`config.mk`:
```
export PLATFORM = sky130hd
export DESIGN_NAME = ram_share_arb
export DESIGN_NICKNAME = d
export VERILOG_FILES = /design/src/rtl/ram_share_pkg.sv /design/src/rtl/ram_share_fifo.sv /design/src/rtl/ram_share_ctrl.sv /design/src/rtl/ram_share_dp.sv /design/src/rtl/ram_share_arb.sv
export SDC_FILE = /design/constraint.sdc
export NUM_CORES = 1
export LEC_CHECK = 0
export CAP_MARGIN = 10
export CELL_PAD_IN_SITES_DETAIL_PLACEMENT = 2
export CELL_PAD_IN_SITES_GLOBAL_PLACEMENT = 2
export CORE_UTILIZATION = 37
export CTS_CLUSTER_SIZE = 10
export DETAILED_ROUTE_END_ITERATION = 10
export GPL_ROUTABILITY_DRIVEN = 0
export PLACE_DENSITY = 0.78
export SYNTH_ARGS = -nofsm -noshare
export SYNTH_HDL_FRONTEND = slang
export SYNTH_SLANG_ARGS = --single-unit
```
`constraint.sdc`:
```
create_clock -name clk -period 4.2 [get_ports clk]
set_clock_uncertainty 0.1 [all_clocks]
set_input_delay 0.84 -clock clk [delete_from_list [all_inputs] [get_ports clk]]
set_output_delay 0.84 -clock clk [all_outputs]
set_load 0.05 [all_outputs]
```
`src/rtl/ram_share_pkg.sv`:
```
package ram_share_pkg;

  typedef enum logic {
    SEL_A = 1'b0,
    SEL_B = 1'b1
  } portSel_e;

  // Strobes from control to datapath
  typedef struct packed {
    logic     pushA;
    logic     pushB;
    logic     issue;
    portSel_e sel;
  } ctrlStrobe_t;

  // Queue status from datapath to control
  typedef struct packed {
    logic storedA;
    logic storedB;
    logic fullA;
    logic fullB;
  } queueStat_t;

endpackage

```
`src/rtl/ram_share_fifo.sv`:
```
module ram_share_fifo #(
  parameter int WIDTH = 17,
  parameter int DEPTH = 3
) (
  input  logic             clk,
  input  logic             rst,
  input  logic             push,
  input  logic             pop,
  input  logic [WIDTH-1:0] pushData,
  output logic [WIDTH-1:0] headData,
  output logic             stored,
  output logic             full
);
  localparam int PTR_W = (DEPTH > 1) ? $clog2(DEPTH) : 1;
  localparam int CNT_W = $clog2(DEPTH + 1);

  logic [WIDTH-1:0] slots [DEPTH];
  logic [PTR_W-1:0] wrPtr, rdPtr;
  logic [CNT_W-1:0] count;
  logic isEmpty, doWrite, doRead;

  function automatic logic [PTR_W-1:0] nextPtr(input logic [PTR_W-1:0] p);
    return (p == PTR_W'(DEPTH - 1)) ? '0 : p + 1'b1;
  endfunction

  assign isEmpty = (count == '0);
  // an entry pushed into an empty queue and popped in the same cycle is never stored
  assign doWrite = push && !(pop && isEmpty);
  assign doRead  = pop && !isEmpty;

  always_ff @(posedge clk) begin
    if (rst) begin
      wrPtr <= '0;
      rdPtr <= '0;
      count <= '0;
    end else begin
      if (doWrite) wrPtr <= nextPtr(wrPtr);
      if (doRead)  rdPtr <= nextPtr(rdPtr);
      count <= count + CNT_W'(doWrite) - CNT_W'(doRead);
    end
  end

  always_ff @(posedge clk) begin
    if (doWrite) slots[wrPtr] <= pushData;
  end

  assign headData = isEmpty ? pushData : slots[rdPtr];
  assign stored   = !isEmpty;
  assign full     = (count == CNT_W'(DEPTH));

endmodule

```
`src/rtl/ram_share_ctrl.sv`:
```
module ram_share_ctrl
  import ram_share_pkg::*;
(
  input  logic        clk,
  input  logic        rst,
  input  logic        reqA,
  input  logic        reqB,
  input  queueStat_t  stat,
  output ctrlStrobe_t strobe,
  output logic        ovfA,
  output logic        ovfB
);
  logic     lastB;
  logic     headA, headB, issue, popA, popB, pushA, pushB;
  portSel_e sel;

  always_comb begin
    headA = stat.storedA | reqA;
    headB = stat.storedB | reqB;
    if (headA && headB) sel = lastB ? SEL_A : SEL_B;
    else                sel = headB ? SEL_B : SEL_A;
    issue = headA | headB;
    popA  = issue && (sel == SEL_A);
    popB  = issue && (sel == SEL_B);
    // a full queue still accepts when its head leaves this cycle
    pushA = reqA && (!stat.fullA || popA);
    pushB = reqB && (!stat.fullB || popB);
  end

  assign strobe = '{pushA: pushA, pushB: pushB, issue: issue, sel: sel};

  always_ff @(posedge clk) begin
    if (rst) begin
      lastB <= 1'b1;
      ovfA  <= 1'b0;
      ovfB  <= 1'b0;
    end else begin
      if (issue) lastB <= (sel == SEL_B);
      ovfA <= ovfA | (reqA & ~pushA);
      ovfB <= ovfB | (reqB & ~pushB);
    end
  end

endmodule

```
`src/rtl/ram_share_dp.sv`:
```
module ram_share_dp
  import ram_share_pkg::*;
#(
  parameter int ADDR_W = 8,
  parameter int DATA_W = 8,
  parameter int QDEPTH = 3,
  parameter int RD_LAT = 2
) (
  input  logic              clk,
  input  logic              rst,
  input  logic              aWrEn,
  input  logic [ADDR_W-1:0] aAddr,
  input  logic [DATA_W-1:0] aWrData,
  input  logic              bWrEn,
  input  logic [ADDR_W-1:0] bAddr,
  input  logic [DATA_W-1:0] bWrData,
  input  ctrlStrobe_t       strobe,
  output queueStat_t        stat,
  output logic              ramRdEn,
  output logic              ramWrEn,
  output logic [ADDR_W-1:0] ramAddr,
  output logic [DATA_W-1:0] ramWrData,
  input  logic [DATA_W-1:0] ramRdData,
  output logic [DATA_W-1:0] aRdData,
  output logic              aRdValid,
  output logic [DATA_W-1:0] bRdData,
  output logic              bRdValid
);
  localparam int ENTRY_W = 1 + ADDR_W + DATA_W;
  localparam int NPORT   = 2;

  logic [NPORT-1:0][ENTRY_W-1:0] reqEntry, headEntry;
  logic [NPORT-1:0] qPush, qPop, qStored, qFull;
  logic [ENTRY_W-1:0] issued;
  logic [RD_LAT-1:0] tagValid, tagPort;
  logic retValid, retPort;

  assign reqEntry[0] = {aWrEn, aAddr, aWrData};
  assign reqEntry[1] = {bWrEn, bAddr, bWrData};
  assign qPush = {strobe.pushB, strobe.pushA};
  assign qPop  = {strobe.issue && (strobe.sel == SEL_B),
                  strobe.issue && (strobe.sel == SEL_A)};

  for (genvar p = 0; p < NPORT; p++) begin : g_queue
    ram_share_fifo #(.WIDTH(ENTRY_W), .DEPTH(QDEPTH)) u_fifo (
      .clk     (clk),
      .rst     (rst),
      .push    (qPush[p]),
      .pop     (qPop[p]),
      .pushData(reqEntry[p]),
      .headData(headEntry[p]),
      .stored  (qStored[p]),
      .full    (qFull[p])
    );
  end

  assign stat = '{storedA: qStored[0], storedB: qStored[1],
                  fullA: qFull[0], fullB: qFull[1]};

  assign issued    = (strobe.sel == SEL_B) ? headEntry[1] : headEntry[0];
  assign ramWrEn   = strobe.issue &  issued[ENTRY_W-1];
  assign ramRdEn   = strobe.issue & ~issued[ENTRY_W-1];
  assign ramAddr   = issued[ENTRY_W-2 -: ADDR_W];
  assign ramWrData = issued[DATA_W-1:0];

  // port tag pipeline aligned to the RAM read latency
  for (genvar s = 0; s < RD_LAT; s++) begin : g_tag
    always_ff @(posedge clk) begin
      if (rst) begin
        tagValid[s] <= 1'b0;
        tagPort[s]  <= 1'b0;
      end else if (s == 0) begin
        tagValid[s] <= ramRdEn;
        tagPort[s]  <= strobe.sel;
      end else begin
        tagValid[s] <= tagValid[(s > 0) ? s - 1 : 0];
        tagPort[s]  <= tagPort[(s > 0) ? s - 1 : 0];
      end
    end
  end

  assign retValid = tagValid[RD_LAT-1];
  assign retPort  = tagPort[RD_LAT-1];

  always_ff @(posedge clk) begin
    if (rst) begin
      aRdValid <= 1'b0;
      bRdValid <= 1'b0;
      aRdData  <= '0;
      bRdData  <= '0;
    end else begin
      aRdValid <= retValid & ~retPort;
      bRdValid <= retValid &  retPort;
      if (retValid & ~retPort) aRdData <= ramRdData;
      if (retValid &  retPort) bRdData <= ramRdData;
    end
  end

endmodule

```
`src/rtl/ram_share_arb.sv`:
```
module ram_share_arb
  import ram_share_pkg::*;
#(
  parameter int ADDR_W = 8,
  parameter int DATA_W = 8,
  parameter int QDEPTH = 3,
  parameter int RD_LAT = 2
) (
  input  logic              clk,
  input  logic              rst,
  input  logic              aRdReq,
  input  logic              aWrEn,
  input  logic [ADDR_W-1:0] aAddr,
  input  logic [DATA_W-1:0] aWrData,
  output logic [DATA_W-1:0] aRdData,
  output logic              aRdValid,
  output logic              aOverflow,
  input  logic              bRdReq,
  input  logic              bWrEn,
  input  logic [ADDR_W-1:0] bAddr,
  input  logic [DATA_W-1:0] bWrData,
  output logic [DATA_W-1:0] bRdData,
  output logic              bRdValid,
  output logic              bOverflow,
  output logic              ramRdEn,
  output logic              ramWrEn,
  output logic [ADDR_W-1:0] ramAddr,
  output logic [DATA_W-1:0] ramWrData,
  input  logic [DATA_W-1:0] ramRdData
);
  ctrlStrobe_t strobe;
  queueStat_t  stat;

  ram_share_ctrl u_ctrl (
    .clk   (clk),
    .rst   (rst),
    .reqA  (aRdReq | aWrEn),
    .reqB  (bRdReq | bWrEn),
    .stat  (stat),
    .strobe(strobe),
    .ovfA  (aOverflow),
    .ovfB  (bOverflow)
  );

  ram_share_dp #(
    .ADDR_W(ADDR_W), .DATA_W(DATA_W), .QDEPTH(QDEPTH), .RD_LAT(RD_LAT)
  ) u_dp (
    .clk      (clk),
    .rst      (rst),
    .aWrEn    (aWrEn),
    .aAddr    (aAddr),
    .aWrData  (aWrData),
    .bWrEn    (bWrEn),
    .bAddr    (bAddr),
    .bWrData  (bWrData),
    .strobe   (strobe),
    .stat     (stat),
    .ramRdEn  (ramRdEn),
    .ramWrEn  (ramWrEn),
    .ramAddr  (ramAddr),
    .ramWrData(ramWrData),
    .ramRdData(ramRdData),
    .aRdData  (aRdData),
    .aRdValid (aRdValid),
    .bRdData  (bRdData),
    .bRdValid (bRdValid)
  );

endmodule

```
==> results.toml <==
[critical_path]
crit_chain = "clkdlybuf4s50_1, o41a_1, nor2_2, o32ai_2, a31oi_1, buf_12"
worstPathArrival_ns = 2.80
cpMaxStageDelayCell = "clkdlybuf4s50_1"
cp-end-kind = "output pin"
max_stage_delay_ns = 0.57
r2r_slack_ns = 1.55
reg2reg_from = "u_dp.g_queue[0].u_fifo.count[1]"
rr_worst_depth = 10
cp-start-kind = "input port"
worstReg2RegEnd = "u_dp.g_queue[1].u_fifo.count[1]"
path_class = "in2out"
crit_fanout = 8
crit_required_ns = 3.26

[cells_and_area]
utilization_pct = 49.26
layout-drive-gt1-share_pct = 14.67
nFillCells = 1486
syn_to_final_growth_pct = 29.21
antenna_cells = 0
layout_commonest_cell = "edfxtp_1"
register_area_mm2 = 0.003884
finalNetCount = 596
mostFrequentLayoutCells = "edfxtp_1 (102), clkdlybuf4s50_1 (65), nand2_1 (62), mux2i_1 (52), dfxtp_1 (41)"
multi_input_area_mm2 = 0.001839

[timing]
hold_ws_ns = 0.3420
max_slew_margin_pct = 21.88
fmax_mhz = 267.5
min_period_ns = 3.738
slew_violations = 0
fin_ws_ns = 0.4618
finalSetupTns_ns = 0
tightest_slew_ns = 1.170
timing_hold_violations_final = 0
rsz0062_at_grt = "no"
period_share_pct = 89.00
setup_violations = 0

[logic_synthesis]
ys_seq_area_share_pct = 66.77
synth-simple-area-share_pct = 9.680
post_synth_fa_ha_maj_area_fraction_pct = 0.8604
avgSynthCellArea_um2 = 12.81
post_synth_mux_area_share_pct = 9.593
yosysWarningCount = 0
postSynthRegisterBits = 143
synth_fp_nets = 504
yosysUniqueCellTypes = 45
synth_top_family_by_area = "compound AO/OA/AOI/OAI gates"
netlist_instances = 454
synth_xor_area_share_pct = 0.6023
netlist_area_mm2 = 0.005817
synth_compound_area_share_pct = 10.20

[min_path]
hp-start = "u_dp.tagValid[0]"
holdPathEnd = "u_dp.retValid"
holdCritPathClass = "reg2reg"
min_path_cells = 1

[place]
place_hpwl_um = 11230
preCtsSetupSlack_ns = 0.5261
io_buffers = 83

[global_routing]
first_global_vias = 4470
antenna_found_initial = 0
grt_pass1_wl_um = 26140
overflow = 0
grt_max_degree = 35
grtUsageTotal_pct = 22.14

[cts]
clock_latency_ns = 0.42
numCtsBuffers = 17
cts_tree = "yes"
cts_resized = 0
post_cts_buffers = 0
cts_max_path_buffers = 2
htree_num_levels = 4
cts.reportedPaths.clkPinSlew_ns = 0.06
cts_root_buffer = "clkbuf_16"
cts_hold_buf = 0
cts_num_sinks = 143

[floorplan]
fp-row-count = 45
core_region_area_mm2 = 0.01526
dieArea_mm2 = 0.01623
start_util_pct = 38.12
die_h_um = 127.4
die_x_um = 127.4
ioPinCount = 84

[power_and_ir_drop]
power_density_mw_per_mm2 = 762.9
vdd_drop_max_v = 0.0004542
leakage_uw = 0.002578

[job]
drv_cap = 0

[drt]
routed_wl_um = 16900
wl_per_cell_um = 21.95
vias = 4054
ant_nets = 0
remaining_drc_errors = 0
viasPerCell = 5.265
drtIter0Drc = 187
drt_first_pass_iters = 4

[status]
status = "completed"
cell usage after synthesis, drive strengths merged:
cell type,count,area (um^2)
or4,1,7.510
o32ai,1,8.760
nor3b,4,30.03
nor4,2,27.53
dfxtp,41,820.8
a22oi,16,120.1
clkbuf,15,56.30
edfxtp,102,3063
a21o,1,7.510
nor3,5,25.02
nand2b,6,37.54
o32a,1,10.01
inv,3,11.26
buf,13,66.31
nor2,15,58.81
o41a,1,11.26
a2111oi,1,8.760
xnor2,2,17.52
ha,4,50.05
or4b,1,10.01
nand2,63,239.0
mux2,3,37.53
o22ai,16,100.1
or3,1,6.260
or2,1,6.260
nand3b,1,7.510
xor2,2,17.52
or3b,2,17.52
a21oi,21,105.1
o41ai,1,8.760
a31oi,2,12.51
a311oi,1,8.760
o21ai,36,183.9
mux2i,52,520.5
nand3,8,40.04
o31ai,1,7.510
nor2b,8,50.05
state kept, by name (all words and copies together) (netlist names), 4 cells and up, named ones only:
register / cells
u_dp.g_queue.u_fifo.slots: 102
u_dp.g_queue.u_fifo.wrPtr: 4
u_dp.aRdData: 8
u_dp.g_queue.u_fifo.rdPtr: 4
u_dp.g_queue.u_fifo.count: 4
u_dp.bRdData: 8
per-layer routing:
layer	vias up	global-route usage [%]	wire length, um
met4	0	7.843	241
met3	21	4.062	361
met5	-	0	0
met1	2095	27.38	7388
met2	64	38.73	8906
li1	1874	-	-
kinds of logic (layout without fill, tap and decap cells):
| group | after synthesis | in the layout |
|---|---|---|
| AO/OA/AOI/OAI | 99 | 99 |
| XOR/XNOR | 4 | 4 |
| adder cells (fa/ha/maj) | 4 | 4 |
| buffers and inverters | 31 | 136 |
| flip-flops | 143 | 143 |
| multiplexers | 55 | 55 |
| AND/OR/NAND/NOR | 118 | 118 |
critical path, delay by kind of cell:
kind | cells | cell delay [ns]
buffers and inverters | 2 | 0.76
and+or+nand+nor | 1 | 0.18
AOI/OAI and AO/OA | 3 | 1.01
per-stage QoR:
stage / area (um^2) / power (uW) / instances
after floorplan: 5824 / 3441 / 454
after global placement: 6944 / 4154 / 738
after detailed placement: 6944 / 4284 / 738
after CTS: 7516 / 5794 / 770
after global routing: 7516 / 5974 / 770
final: 7516 / 5734 / 770
how the worst max path moves through the flow:
stage,from,end,slack (ns)
2_1_floorplan,bWrEn,ramRdEn,0.68
3_3_place_gp,aWrEn,ramRdEn,0.59
3_5_place_dp,aWrEn,ramRdEn,0.53
4_1_cts,aWrEn,ramRdEn,0.45
5_1_grt,register,ramRdEn,0.36
6_report,aWrEn,ramRdEn,0.46
power by group:
group          switching [uW]  internal, uW
registers                 165          1850
logic                    1480           771
clock network             597           872
total                    2240          3490
layout make-up:
class,count,share of cell area (%)
well taps,211,3.513
multi-input cells,280,24.47
clock buffers,18,5.710
repair buffers,101,12.59
flip-flops and latches,143,51.67
clock inverters,14,1.898
inverters,3,0.1498
Note: power is estimated with default switching activity, not from simulation.
